<file path="src/rtl/adcpm_pkg.sv">
package adcpm_pkg;
  typedef enum logic [1:0] {
    PM_OFF     = 2'b00,
    PM_NORMAL  = 2'b01,
    PM_STANDBY = 2'b10,
    PM_PWRDN   = 2'b11
  } pm_mode_e;

  typedef enum logic [1:0] {
    SQ_IDLE = 2'b00,
    SQ_WAKE = 2'b01,
    SQ_RUN  = 2'b10
  } sq_state_e;
endpackage

</file>
<file path="src/rtl/adcpm_mode_dec.sv">
module adcpm_mode_dec
  import adcpm_pkg::*;
#(
  parameter int NUM_CONV = 2
) (
  input  logic [NUM_CONV-1:0] conv_pd,
  input  logic                auto_pd_en,
  input  logic                auto_sb_en,
  input  logic                clk_gate_en,
  output pm_mode_e            mode
);
  // chain of "some converter is up" flags, one stage per converter
  logic [NUM_CONV:0] up_chain;
  assign up_chain[0] = 1'b0;

  generate
    for (genvar i = 0; i < NUM_CONV; i++) begin : g_up
      assign up_chain[i+1] = up_chain[i] | ~conv_pd[i];
    end
  endgenerate

  always_comb begin
    if (!up_chain[NUM_CONV] || !clk_gate_en) mode = PM_OFF;
    else if (auto_pd_en)                     mode = PM_PWRDN;
    else if (auto_sb_en)                     mode = PM_STANDBY;
    else                                     mode = PM_NORMAL;
  end
endmodule

</file>
<file path="src/rtl/adcpm_wake_timer.sv">
module adcpm_wake_timer #(
  parameter int DLY_W = 8
) (
  input  logic             clk,
  input  logic             rst,
  input  logic             load,
  input  logic [DLY_W-1:0] load_val,
  output logic             expired
);
  logic [DLY_W-1:0] cnt;

  always_ff @(posedge clk) begin
    if (rst)             cnt <= '0;
    else if (load)       cnt <= load_val;
    else if (cnt != '0)  cnt <= cnt - 1'b1;
  end

  assign expired = (cnt == '0);

  // without a load, a nonzero count steps down by exactly one per clock
  p_count_down_r4: assert property (@(posedge clk) disable iff (rst)
    (!$past(load) && $past(cnt) != '0) |-> (cnt == $past(cnt) - 1'b1));
endmodule

</file>
<file path="src/rtl/adcpm_ctrl.sv">
module adcpm_ctrl
  import adcpm_pkg::*;
#(
  parameter int NUM_CONV = 2,
  parameter int DLY_W    = 8
) (
  input  logic                clk,
  input  logic                rst,
  input  logic [NUM_CONV-1:0] conv_pd,
  input  logic                auto_pd_en,
  input  logic                auto_sb_en,
  input  logic                clk_gate_en,
  input  logic [DLY_W-1:0]    wake_cycles,
  input  logic                scan_req,
  input  logic                scan_busy,
  input  logic                scan_done,
  output logic                fast_clk_sel,
  output logic                low_current,
  output logic [1:0]          pwr_mode,
  output logic                scan_grant
);
  pm_mode_e  mode;
  sq_state_e state, state_nx;
  logic      grant_nx, tmr_load, tmr_expired, fast_nx;
  logic      fast_q, grant_q;
  pm_mode_e  mode_q;

  adcpm_mode_dec #(.NUM_CONV(NUM_CONV)) u_dec (
    .conv_pd    (conv_pd),
    .auto_pd_en (auto_pd_en),
    .auto_sb_en (auto_sb_en),
    .clk_gate_en(clk_gate_en),
    .mode       (mode)
  );

  adcpm_wake_timer #(.DLY_W(DLY_W)) u_tmr (
    .clk     (clk),
    .rst     (rst),
    .load    (tmr_load),
    .load_val(wake_cycles - 1'b1),
    .expired (tmr_expired)
  );

  always_comb begin
    state_nx = state;
    grant_nx = 1'b0;
    tmr_load = 1'b0;
    unique case (state)
      SQ_IDLE: begin
        if (mode != PM_OFF && scan_req) begin
          if (mode == PM_NORMAL || wake_cycles == '0) begin
            state_nx = SQ_RUN;
            grant_nx = 1'b1;
          end else begin
            state_nx = SQ_WAKE;
            tmr_load = 1'b1;
          end
        end
      end
      SQ_WAKE: begin
        if (mode == PM_OFF) state_nx = SQ_IDLE;
        else if (tmr_expired) begin
          state_nx = SQ_RUN;
          grant_nx = 1'b1;
        end
      end
      SQ_RUN: begin
        if (mode == PM_OFF || scan_done) state_nx = SQ_IDLE;
      end
      default: state_nx = SQ_IDLE;
    endcase
  end

  assign fast_nx = (mode != PM_OFF) &&
                   (mode == PM_NORMAL || state_nx != SQ_IDLE || scan_busy);

  always_ff @(posedge clk) begin
    if (rst) begin
      state   <= SQ_IDLE;
      fast_q  <= 1'b0;
      grant_q <= 1'b0;
      mode_q  <= PM_OFF;
    end else begin
      state   <= state_nx;
      fast_q  <= fast_nx;
      grant_q <= grant_nx;
      mode_q  <= mode;
    end
  end

  assign fast_clk_sel = fast_q;
  assign low_current  = ~fast_q;
  assign scan_grant   = grant_q;
  assign pwr_mode     = mode_q;

  // the grant never lasts longer than one cycle
  p_grant_pulse_r7: assert property (@(posedge clk) disable iff (rst)
    scan_grant |=> !scan_grant);

  // no grant is ever reported in the off mode
  p_no_grant_off_r8: assert property (@(posedge clk) disable iff (rst)
    !(scan_grant && pwr_mode == PM_OFF));

  // the normal mode always runs on the conversion clock
  p_normal_fast_r2: assert property (@(posedge clk) disable iff (rst)
    (pwr_mode == PM_NORMAL) |-> fast_clk_sel);

  // a grant is only issued at normal current on the conversion clock
  p_grant_fast_r4: assert property (@(posedge clk) disable iff (rst)
    scan_grant |-> (fast_clk_sel && !low_current));

  // the delay is only ever entered from idle because of a request
  p_wake_cause_r6: assert property (@(posedge clk) disable iff (rst)
    (state == SQ_WAKE && $past(state) == SQ_IDLE) |-> $past(scan_req));
endmodule

</file>
<file path="config.mk">
export PLATFORM = sky130hd
export DESIGN_NAME = adcpm_ctrl
export DESIGN_NICKNAME = d
export VERILOG_FILES = /design/src/rtl/adcpm_pkg.sv /design/src/rtl/adcpm_mode_dec.sv /design/src/rtl/adcpm_wake_timer.sv /design/src/rtl/adcpm_ctrl.sv
export SDC_FILE = /design/constraint.sdc
export NUM_CORES = 1
export LEC_CHECK = 0
export BUFFER_PORTS_ARGS = -buffer_cell sky130_fd_sc_hd__buf_4
export CAP_MARGIN = 20
export CORE_MARGIN = 2
export CORE_UTILIZATION = 50
export CTS_BUF_LIST = sky130_fd_sc_hd__clkbuf_4
export CTS_CLUSTER_SIZE = 20
export DETAILED_ROUTE_END_ITERATION = 10
export GPL_TIMING_DRIVEN = 1
export PLACE_DENSITY_LB_ADDON = 0.1
export SKIP_CTS_REPAIR_TIMING = 1
export SYNTH_ARGS = -nofsm -noshare
export SYNTH_HDL_FRONTEND = slang
export SYNTH_SLANG_ARGS = --single-unit
</file>
<file path="constraint.sdc">
create_clock -name clk -period 3.2 [get_ports clk]
set_clock_uncertainty 0.2 [all_clocks]
set_input_delay 0.16 -clock clk [delete_from_list [all_inputs] [get_ports clk]]
set_output_delay 0.16 -clock clk [all_outputs]
set_load 0.1 [all_outputs]
</file>
======== Yosys cells after proc, flatten, opt, wreduce, memory -nomap -nowiden ========
Cells that the tools add are included.
Widths: inputs -> output; s select.
cells by class
  reductions and logical operators ........ 17
  bitwise logic cells ..................... 4
  add/subtract/negate cells ............... 2
  mux-type cells .......................... 19
  equality and inequality tests ........... 3
operators with widths
  operator             count
  $logic_not 8->1      2
  $mux 2               8
  $mux 8               2
  $sub 8x1->8 const B  2
  $reduce_bool 8->1    1
  $mux 1               7
  $pmux 2 s3           1
  $reduce_bool 2->1    3
  $logic_or 1x1->1     5
  $eq 2x1->1 const B   2
  $logic_not 2->1      2
  $not 1->1            3
  $eq 2x2->1 const B   1
  $logic_and 1x1->1    2
  $logic_not 1->1      2
  $pmux 1 s2           1
  $or 1x1->1           1
word-level totals
  bits of input ports ..................... 18
  bits in registers ....................... 14
  logic and storage cells ................. 50
  output and inout port bits .............. 5

======== Depth between registers and ports, before layout ========
Gate-level depths: netlist of run 1.
  depth after elaboration ................. 14
  mapped depth ............................ 11
  mapped depth without buffers ............ 10

======== Hierarchy ========
A second synthesis of run 1 with hierarchy kept.
second synthesis, totals
  cells, all modules ...................... 116
  area, all modules ....................... 974.7 sq um
modules (own cells, without submodules)
  module            times used  cells an instance  area an instance (sq um)  sequential area each (sq um)
  adcpm_wake_timer  1           53                 475.5                     160.2
  adcpm_ctrl        1           58                 465.4                     120.1
  adcpm_mode_dec    1           5                  33.8                      0.0

======== Least setup slack after synthesis of run 1 ========
No wires, ideal clock.
  kind .................................... input to register
  start ................................... in clk_gate_en
  end ..................................... reg u_tmr.cnt[4]
  setup slack ............................. 0.669 ns
  library setup time ...................... 0.086 ns
  buffers on the path ..................... 1
  stages .................................. 10
  data arrival time ....................... 2.245 ns
  data required time ...................... 2.914 ns
  cell sequence ........................... a21bo_2 > nor4b_2 > nand2_1 > buf_4 > mux2i_1 > ha_1 > inv_1 > or3_2 > xor2_1 > a211oi_1
on the way
  longest elaborated chain between the ends .. 9
  elaborated cells between the ends (all ways) .. 12
  those cells by class .................... eq/ne (1); mux (5); reduce/logical (6)
ends and longest elaborated chain
  element                                             RTL line                source
  start, declared                                     adcpm_ctrl.sv:12        input logic clk_gate_en,
  $logic_not 1->1 *                                   adcpm_mode_dec.sv:23    if (!up_chain[NUM_CONV] || !clk_gate_en) mode = PM_OFF;
  $logic_or 1x1->1 *                                  adcpm_mode_dec.sv:23
  $mux 2 *                                            adcpm_mode_dec.sv:23
  $eq 2x1->1                                          adcpm_ctrl.sv:51        if (mode == PM_NORMAL || wake_cycles == '0) begin
  $logic_or 1x1->1                                    adcpm_ctrl.sv:51
  $mux 1                                              adcpm_ctrl.sv:51
  $mux 1 *                                            adcpm_ctrl.sv:50        if (mode != PM_OFF && scan_req) begin
  $mux 1 *                                            adcpm_ctrl.sv:48        unique case (state)
  $mux 8 / $reduce_bool 2->1 (equally long branches)  --
  end signal, assigned                                adcpm_wake_timer.sv:14  else if (load) cnt <= load_val;
  end signal, assigned                                adcpm_wake_timer.sv:15  else if (cnt != '0) cnt <= cnt - 1'b1;
  end, declared                                       adcpm_wake_timer.sv:10  logic [DLY_W-1:0] cnt;
Mark *: on every way between the ends. The rest lies on a longest branch, timed or not.
A chain may end at the register's enable or synchronous reset.

======== Worst setup path in the final report of run 1 ========
  start ................................... reg u_tmr.cnt[2]
  end ..................................... reg fast_q, in the netlist fast_clk_sel
on the way
  longest elaborated chain between the ends .. 8
ends and longest elaborated chain
  element                        RTL line                source
  $logic_not 8->1                adcpm_wake_timer.sv:18  assign expired = (cnt == '0);
  $mux 2                         adcpm_ctrl.sv:62        else if (tmr_expired) begin
  $mux 2                         adcpm_ctrl.sv:61        if (mode == PM_OFF) state_nx = SQ_IDLE;
  $pmux 2 s3                     adcpm_ctrl.sv:48
  $reduce_bool 2->1              adcpm_ctrl.sv:75        (mode == PM_NORMAL || state_nx != SQ_IDLE || scan_busy);
  $logic_or 1x1->1 (2 in a row)  adcpm_ctrl.sv:75
  $logic_and 1x1->1              adcpm_ctrl.sv:74        assign fast_nx = (mode != PM_OFF) &&
  end signal, assigned           adcpm_ctrl.sv:85        fast_q <= fast_nx;
  end, declared                  adcpm_ctrl.sv:25        logic fast_q, grant_q;
Every way passes these cells.

==> results of run 1 <==
[per-layer routing]
metal | vias to the layer above | track usage [%] | wire (um) | share of wire, %
li1 | 362 | - | - | -
met1 | 316 | 27.3 | 752 | 46
met2 | 22 | 32.2 | 772 | 47
met3 | 2 | 5.53 | 100 | 6.1
met4 | 0 | 9.70 | 14 | 0.85
met5 | - | 0 | 0 | 0
[critical path, cell delays in order (launching register included)]
cell,delay (ns)
dfxtp_1,0.36
or4_4,0.58
nor4_4,0.30
nand3b_1,0.17
and3_1,0.17
a311oi_2,0.09
dlygate4sd3_1,0.56
[cell families after synthesis]
| family | Yosys count | synth area share, % |
|---|---|---|
| AO/OA/AOI/OAI | 17 | 17.6 |
| flip-flops | 14 | 36.4 |
| multiplexers | 3 | 3.90 |
| buffers and inverters | 5 | 2.93 |
| XOR/XNOR | 7 | 7.97 |
| adder cells (fa/ha/maj) | 1 | 1.63 |
| AND/OR/NAND/NOR | 35 | 29.6 |
[registers in the layout, indices dropped and copies added (netlist names)]
name and cells:
state 2, u_tmr.cnt 8, scan_grant 1, pwr_mode 2, fast_clk_sel 1
[cells in the final DEF, fill, tap and decap left out, types with 2 or more instances in the layout]
| cell | n |
|---|---|
| dfxtp_1 | 14 |
| buf_4 | 23 |
| a211oi_1 | 3 |
| mux2i_1 | 3 |
| clkbuf_4 | 3 |
| xnor2_1 | 4 |
| nor3_1 | 4 |
| dlygate4sd3_1 | 3 |
| a21bo_2 | 2 |
| xor2_1 | 3 |
| nand3_1 | 2 |
| a21oi_1 | 5 |
| nor2_1 | 10 |
| nand2_1 | 2 |
| inv_1 | 3 |
| nor2b_1 | 2 |
[final cells by class]
type	count	share of cell area, %
Clock buffer	3	2.24
Clock inverter	1	0.373
Inverter	3	1.12
Multi-Input combinational cell	63	46.3
Sequential cell	14	27.8
Tap cell	16	1.99
Timing Repair Buffer	26	20.1
[metrics by stage]
step | area, um2 | power (mW) | setup slack (ns)
after floorplan | 769 | 0.455 | 0.669
after global placement | 951 | 0.513 | 0.566
after detailed placement | 951 | 0.519 | 0.517
after CTS | 977 | 0.625 | 0.656
after global routing | 1010 | 0.673 | 0.496
final | 1010 | 0.621 | 0.659
[worst min path at each step]
| stage | start | to | slack (ns) |
|---|---|---|---|
| floorplan | auto_pd_en | pwr_mode[0] | 0.13 |
| global placement | rst | state[1] | 0.20 |
| detailed placement | rst | fast_clk_sel | 0.21 |
| CTS | rst | fast_clk_sel | -0.1 |
| global route | auto_pd_en | pwr_mode[0] | 0.008 |
| finish | auto_pd_en | pwr_mode[0] | -0.04 |
[power by group through the flow]
stage                     combinational [mW]  clock, mW  sequential, mW
after floorplan                        0.203          0           0.252
after global placement                 0.271          0           0.242
after detailed placement               0.276          0           0.243
after CTS                              0.278      0.108           0.239
after global routing                   0.313      0.115           0.245
final                                  0.278      0.104           0.239
==> impl_metrics.json, run 1 <==
{
  "hpwlAfterDp_um": 1290,
  "ys_types": 38,
  "n_fill_cell": 133,
  "multiInputGateArea_um2": 467,
  "reg2reg_depth": 6,
  "hold_viol_final": 1,
  "ctsHtreeMaxLevel": 1,
  "grt_max_degree": 13,
  "ant_nets": 0,
  "drive_above_1_share_pct": 34.5,
  "holdPathStages": 3,
  "crit_required_ns": 3.17,
  "cap_viol_max_count": 0,
  "cts-root-buf": "clkbuf_4",
  "synth_area_um2": 769,
  "ff_latch_area_um2": 280,
  "area_growth_pct": 30.9,
  "critPathLaunchType": "register",
  "synthArstFlopShare_pct": 0,
  "antenna_found_initial": 0,
  "arrival_ns": 2.51,
  "tightest_slew_ns": 0.409,
  "diodes": 0,
  "synthCells": 82,
  "core_area_um2": 1470,
  "worstSkewPairLatency_ns": 0.28,
  "grt_pass1_vias": 673,
  "pwr-share-clk_pct": 16.7,
  "synthFlopType": "dfxtp_1",
  "drc_errors": 0,
  "die_x_um": 43.2,
  "start_util_pct": 52.3,
  "place_congestion": 0.801,
  "ys_warn_count": 0,
  "netlist_top_cells_area": "dfxtp_1, nor2_1, xnor2_1",
  "path_clk_slew_ns": 0.09,
  "syn_nets": 101,
  "portBuffers": 22,
  "ios": 23,
  "ir_drop_mv": 0.380,
  "crit_path_start": "u_tmr.cnt[2]",
  "layout.cells.non_filler": 126,
  "fmax_ghz": 0.393,
  "grt_pass1_wl_um": 2960,
  "violations": "hold timing",
  "die_area_um2": 1870,
  "synth_most_common_cell": "dfxtp_1",
  "end_kind": "register",
  "synth_top_area_cell": "dfxtp_1",
  "fin_util_pct": 68.5,
  "p_per_area_nw_per_um2": 617,
  "gr-usage-all-layers_pct": 21.0,
  "nets": 130,
  "hold_ws_ns": -0.0415,
  "synth_edf_count": 0,
  "synth-seq-area-share_pct": 36.4,
  "status": "complete, but fails checks",
  "p_comb_share_pct": 44.8,
  "reg2reg_to": "fast_clk_sel",
  "path_max_fanout": 5,
  "rr_startpoint": "u_tmr.cnt[2]",
  "netSwitchingPower_uw": 231,
  "criticalPathCategory": "reg -> reg",
  "slew_headroom_pct": 72.6,
  "fin_setup_tns_ns": 0,
  "ff2ff_setup_slack_ns": 0.66,
  "cts_tree": "built",
  "synth_area_per_cell_um2": 9.38,
  "min_period_over_period_pct": 79.4,
  "cts_buffers": 3,
  "seqPwrFrac_pct": 38.4,
  "finalSetupViolations": 0,
  "ys_ff_latch": 14,
  "synth_top_area_share_pct": 36.4,
  "die_y_um": 43.2,
  "p_leak_nw": 0.431,
  "wirelength_um": 1640,
  "synthTopCellsByCount": "dfxtp_1, nor2_1, a21oi_1, nor3_1, xnor2_1",
  "rows": 14,
  "min_period_ns": 2.54,
  "grt-ovfl-total": 0,
  "rsz0062_at_grt": "no",
  "cts_sinks": 14,
  "cts.path.max_buffers": 2,
  "crit_path_end": "fast_clk_sel",
  "dr.pass1.iters": 4,
  "switching_share_pct": 37.3,
  "min_path_type": "in -> reg",
  "vias": 702,
  "finalMaxSlewViolations": 0,
  "wl_per_cell_um": 13.0,
  "dp.cells": 119,
  "vias_per_cell": 5.57,
  "drt_iter0_markers": 17,
  "internal-power_uw": 389
}
No activity file was read; power rests on OpenSTA's default activity.
==> run 2: changes to the inputs <==
--- a/config.mk
+++ b/config.mk
@@ -8,7 +8,7 @@
 export BUFFER_PORTS_ARGS = -buffer_cell sky130_fd_sc_hd__buf_4
 export CAP_MARGIN = 20
 export CORE_MARGIN = 2
-export CORE_UTILIZATION = 50
+export CORE_UTILIZATION = 47
 export CTS_BUF_LIST = sky130_fd_sc_hd__clkbuf_4
 export CTS_CLUSTER_SIZE = 20
 export DETAILED_ROUTE_END_ITERATION = 10
==> constraint.sdc (replaced) <==
create_clock -name clk -period 2.1 [get_ports clk]
set_clock_uncertainty 0.2 [all_clocks]
set_input_delay 0.105 -clock clk [delete_from_list [all_inputs] [get_ports clk]]
set_output_delay 0.105 -clock clk [all_outputs]
set_load 0.1 [all_outputs]
==> impl_metrics.json, run 2 (synthesized netlist as in run 1, its figures left out) <==
{
  "ir_drop_mv": 0.647,
  "core_area_um2": 1520,
  "hold_viol_final": 0,
  "dr.pass1.iters": 4,
  "ff2ff_setup_slack_ns": -0.25,
  "internal-power_uw": 663,
  "area_growth_pct": 52.0,
  "cts.path.max_buffers": 2,
  "pwr-share-clk_pct": 14.1,
  "status": "complete, but fails checks",
  "arrival_ns": 2.35,
  "antenna_found_initial": 0,
  "die_x_um": 44.5,
  "postLayoutCellArea_um2": 1170,
  "cts_tree": "built",
  "grt_pass1_wl_um": 3060,
  "grt-ovfl-total": 0,
  "path_clk_slew_ns": 0.08,
  "crit_path_end": "u_tmr.cnt[4]",
  "reg2reg_depth": 9,
  "wl_per_cell_um": 14.1,
  "finalMaxSlewViolations": 0,
  "p_comb_share_pct": 51.6,
  "rows": 14,
  "rr_startpoint": "state[0]",
  "cts_sinks": 14,
  "fmax_ghz": 0.425,
  "grt_max_degree": 13,
  "switching_share_pct": 37.6,
  "reg2reg_to": "u_tmr.cnt[4]",
  "setup_slack_ns": -0.252,
  "place_congestion": 0.845,
  "netSwitchingPower_uw": 399,
  "worstSkewPairLatency_ns": 0.28,
  "cap_viol_max_count": 0,
  "p_leak_nw": 0.514,
  "gr-usage-all-layers_pct": 21.6,
  "drc_errors": 0,
  "grt_pass1_vias": 717,
  "final_cell_mix": "buf_4, dfxtp_1, nor2_1",
  "ios": 23,
  "finalSetupViolations": 2,
  "total_power_mw": 1.06,
  "cp.depth": 9,
  "multiInputGateArea_um2": 502,
  "portBuffers": 22,
  "ctsHtreeMaxLevel": 1,
  "cts_buffers": 3,
  "vias_per_cell": 5.59,
  "place_ws_ns": -0.336,
  "n_fill_cell": 114,
  "rsz0062_at_grt": "yes",
  "tightest_slew_ns": 0.331,
  "critPathBufInv": 1,
  "fin_util_pct": 76.8,
  "hold_ws_ns": 0.00322,
  "largest_reg_flops": 8,
  "drive_above_1_share_pct": 47.6,
  "violations": "setup timing",
  "p_per_area_nw_per_um2": 908,
  "min_path_type": "in -> reg",
  "max_stage_delay_ns": 0.35,
  "criticalPathCategory": "reg -> reg",
  "diodes": 0,
  "crit_family": "simple AND/OR/NAND/NOR gates",
  "critPathLaunchType": "register",
  "cp_cell_sequence": "nor4b_4, nand2_2, mux2i_2, ha_2, inv_2, or3_1, xnor2_1, nor2_1, a211oi_1",
  "slew_headroom_pct": 77.7,
  "crit_path_start": "state[0]",
  "seqPwrFrac_pct": 34.3,
  "final_common_cell": "buf_4",
  "wirelength_um": 2000,
  "min_period_over_period_pct": 112,
  "regMostFlops": "u_tmr.cnt",
  "die_y_um": 44.5,
  "cts-root-buf": "clkbuf_4",
  "nets": 147,
  "dpl_cell_area_um2": 1080,
  "ant_nets": 0,
  "min_period_ns": 2.35,
  "cp_slowest_cell": "nor4b_4",
  "ff_latch_area_um2": 282,
  "start_util_pct": 50.5,
  "die_area_um2": 1980,
  "crit_required_ns": 2.10,
  "hpwlAfterDp_um": 1500,
  "end_kind": "register",
  "vias": 794,
  "drt_iter0_markers": 19,
  "path_max_fanout": 4
}
==> run 2: changes by cell type in the layout (fill, tap and decap cells not counted), sizes merged <==
cell         change
buf             +16
dlygate4sd3      +1
clkinv           -1
==> run 2: layout make-up <==
cell class                      count  share of cell area, %
Multi-Input combinational cell     63                   42.9
Timing Repair Buffer               43                   28.4
Sequential cell                    14                   24.1
Clock buffer                        3                   1.93
Tap cell                           16                   1.71
Inverter                            3                  0.963
==> run 2: worst min path at each step <==
stage / from / to / slack, ns / cells after the start
after floorplan: auto_pd_en / pwr_mode[0] / 0.07 / 2
after global placement: rst / fast_clk_sel / 0.15 / 2
after detailed placement: rst / fast_clk_sel / 0.14 / 2
after CTS: rst / state[0] / -0.16 / 2
after global routing: wake_cycles[7] / u_tmr.cnt[7] / 0.04 / 4
final: wake_cycles[7] / u_tmr.cnt[7] / 0.003 / 4
==> run 2: worst reg2reg max path: stages, from the launching register on <==
cell,delay [ns]
dfxtp_2,0.34
nor4b_4,0.35
nand2_2,0.14
mux2i_2,0.22
ha_2,0.23
inv_2,0.05
or3_1,0.34
xnor2_1,0.20
nor2_1,0.06
a211oi_1,0.16
==> run 2: through the flow <==
stage / TNS (ns) / cells
after floorplan: -0.212 / 82
after global placement: -0.355 / 133
after detailed placement: -0.518 / 133
after CTS: -0.288 / 136
after global routing: -0.532 / 142
final: -0.300 / 142
==> run 2: metal layers <==
layer / global-route usage (%) / vias up / share of wire [%]
met5: 0 / - / 0
met4: 9.09 / 0 / 1.6
met3: 6.53 / 5 / 5.7
met2: 35.7 / 21 / 52
met1: 25.9 / 374 / 41
li1: - / 394 / -
==> run 2: power by group through the flow <==
stage | Clock, mW | Sequential (mW) | Combinational (mW)
after floorplan | 0 | 0.386 | 0.326
after global placement | 0 | 0.364 | 0.476
after detailed placement | 0 | 0.367 | 0.491
after CTS | 0.157 | 0.360 | 0.495
after global routing | 0.168 | 0.368 | 0.589
final | 0.150 | 0.364 | 0.548
==> run 3: changes to the inputs <==
--- a/config.mk
+++ b/config.mk
@@ -12,7 +12,7 @@
 export CTS_BUF_LIST = sky130_fd_sc_hd__clkbuf_4
 export CTS_CLUSTER_SIZE = 20
 export DETAILED_ROUTE_END_ITERATION = 10
-export GPL_TIMING_DRIVEN = 1
+export GPL_TIMING_DRIVEN = 0
 export PLACE_DENSITY_LB_ADDON = 0.1
 export SKIP_CTS_REPAIR_TIMING = 1
 export SYNTH_ARGS = -nofsm -noshare
==> impl_metrics.json, run 3 (synthesized netlist as in run 1, its figures left out) <==
{
  "final_common_cell": "buf_4",
  "status": "complete, but fails checks",
  "rows": 14,
  "cp_cell_sequence": "nor4b_4, nand2_2, buf_6, mux2i_1, ha_2, inv_2, or3_1, xnor2_1, nor2_1, a211oi_1",
  "ios": 23,
  "netSwitchingPower_uw": 368,
  "end_kind": "register",
  "worstSkewPairLatency_ns": 0.28,
  "dpl_cell_area_um2": 975,
  "fmax_ghz": 0.419,
  "regMostFlops": "u_tmr.cnt",
  "ant_nets": 0,
  "max_stage_delay_ns": 0.37,
  "violations": "setup timing",
  "core_area_um2": 1520,
  "dr.pass1.iters": 4,
  "dp.cells": 119,
  "min_path_type": "in -> reg",
  "arrival_ns": 2.39,
  "pwr-share-clk_pct": 16.3,
  "finalMaxSlewViolations": 0,
  "drive_above_1_share_pct": 37.7,
  "largest_reg_flops": 8,
  "drc_errors": 0,
  "final_cell_mix": "buf_4, dfxtp_1, nor2_1, dlygate4sd3_1, a21oi_1",
  "layout.cells.non_filler": 138,
  "grt_max_degree": 11,
  "vias_per_cell": 5.51,
  "gr-usage-all-layers_pct": 18.3,
  "ff_latch_area_um2": 284,
  "wl_per_cell_um": 13.5,
  "diodes": 0,
  "p_leak_nw": 0.490,
  "cp_slowest_cell": "dfxtp_4",
  "critPathBufInv": 2,
  "area_growth_pct": 48.5,
  "grt_pass1_wl_um": 2620,
  "crit_family": "simple AND/OR/NAND/NOR gates",
  "die_x_um": 44.5,
  "drt_iter0_markers": 19,
  "cts.path.max_buffers": 2,
  "finalSetupViolations": 2,
  "setup_slack_ns": -0.288,
  "slew_headroom_pct": 69.6,
  "hpwlAfterDp_um": 1230,
  "hold_viol_final": 0,
  "cap_viol_max_count": 0,
  "vias": 761,
  "total_power_uw": 989,
  "nets": 142,
  "ir_drop_mv": 0.534,
  "p_comb_share_pct": 46.9,
  "grt_pass1_vias": 647,
  "critPathLaunchType": "register",
  "internal-power_uw": 621,
  "place_ws_ns": -0.595,
  "antenna_found_initial": 0,
  "switching_share_pct": 37.2,
  "tightest_slew_ns": 0.454,
  "n_fill_cell": 118,
  "path_clk_slew_ns": 0.09,
  "place_congestion": 0.741,
  "portBuffers": 21,
  "start_util_pct": 50.5,
  "die_area_um2": 1980,
  "criticalPathCategory": "reg -> reg",
  "cts_tree": "built",
  "die_y_um": 44.5,
  "grt-ovfl-total": 0,
  "multiInputGateArea_um2": 490,
  "wirelength_um": 1860,
  "ctsHtreeMaxLevel": 1,
  "path_max_fanout": 5,
  "hold_ws_ns": 0.00315,
  "min_period_ns": 2.39,
  "seqPwrFrac_pct": 36.7,
  "postLayoutCellArea_um2": 1140,
  "cts-root-buf": "clkbuf_4",
  "rsz0062_at_grt": "yes",
  "min_period_over_period_pct": 114,
  "p_per_area_nw_per_um2": 866,
  "cts_buffers": 3,
  "crit_required_ns": 2.11,
  "cts_sinks": 14
}
-- run 3: cell count changes in the layout (fill, tap and decap cells not counted), sizes merged --
cell	change
clkinv	+1
dlygate4sd3	+6
buf	-12
clkbuf	+1
-- run 3: metrics by stage --
stage                     TNS (ns)  util, %
after floorplan             -0.212        -
after global placement      -0.952     64.0
after detailed placement     -1.03     64.0
after CTS                   -0.533     65.7
after global routing        -0.628     75.0
final                       -0.344     75.0
-- run 3: cell type report --
type,instances,share of cell area [%]
tap,16,1.75
sequential,14,24.9
multi-input combinational,63,42.9
buffer,2,1.31
clock inverter,1,0.329
inverter,3,0.986
timing repair buffer,36,25.8
clock buffer,3,1.97
-- run 3: power by group through the flow --
stage,registers (mW),logic [mW],clock network [mW]
floorplan,0.386,0.326,0
global placement,0.368,0.430,0
detailed placement,0.369,0.434,0
CTS,0.363,0.436,0.167
global route,0.369,0.504,0.182
finish,0.363,0.464,0.162
-- run 3: metal layers --
layer | wire [um] | vias to the layer above | global-route usage, %
met3 | 140 | 6 | 4.49
li1 | - | 385 | -
met5 | 0 | - | 0
met2 | 853 | 34 | 29.0
met1 | 833 | 336 | 22.9
met4 | 34 | 0 | 9.09
-- run 3: worst paths after layout --
| check | start | end | slack (ns) | depth (start not counted) |
|---|---|---|---|---|
| worst min register to register | state[1] | scan_grant | 0.34 | 1 |
| worst max-delay path | state[0] | u_tmr.cnt[4] | -0.29 | 10 |
| worst min-delay path | rst | u_tmr.cnt[7] | 0.003 | 2 |
| worst max register to register | state[0] | u_tmr.cnt[4] | -0.29 | 10 |
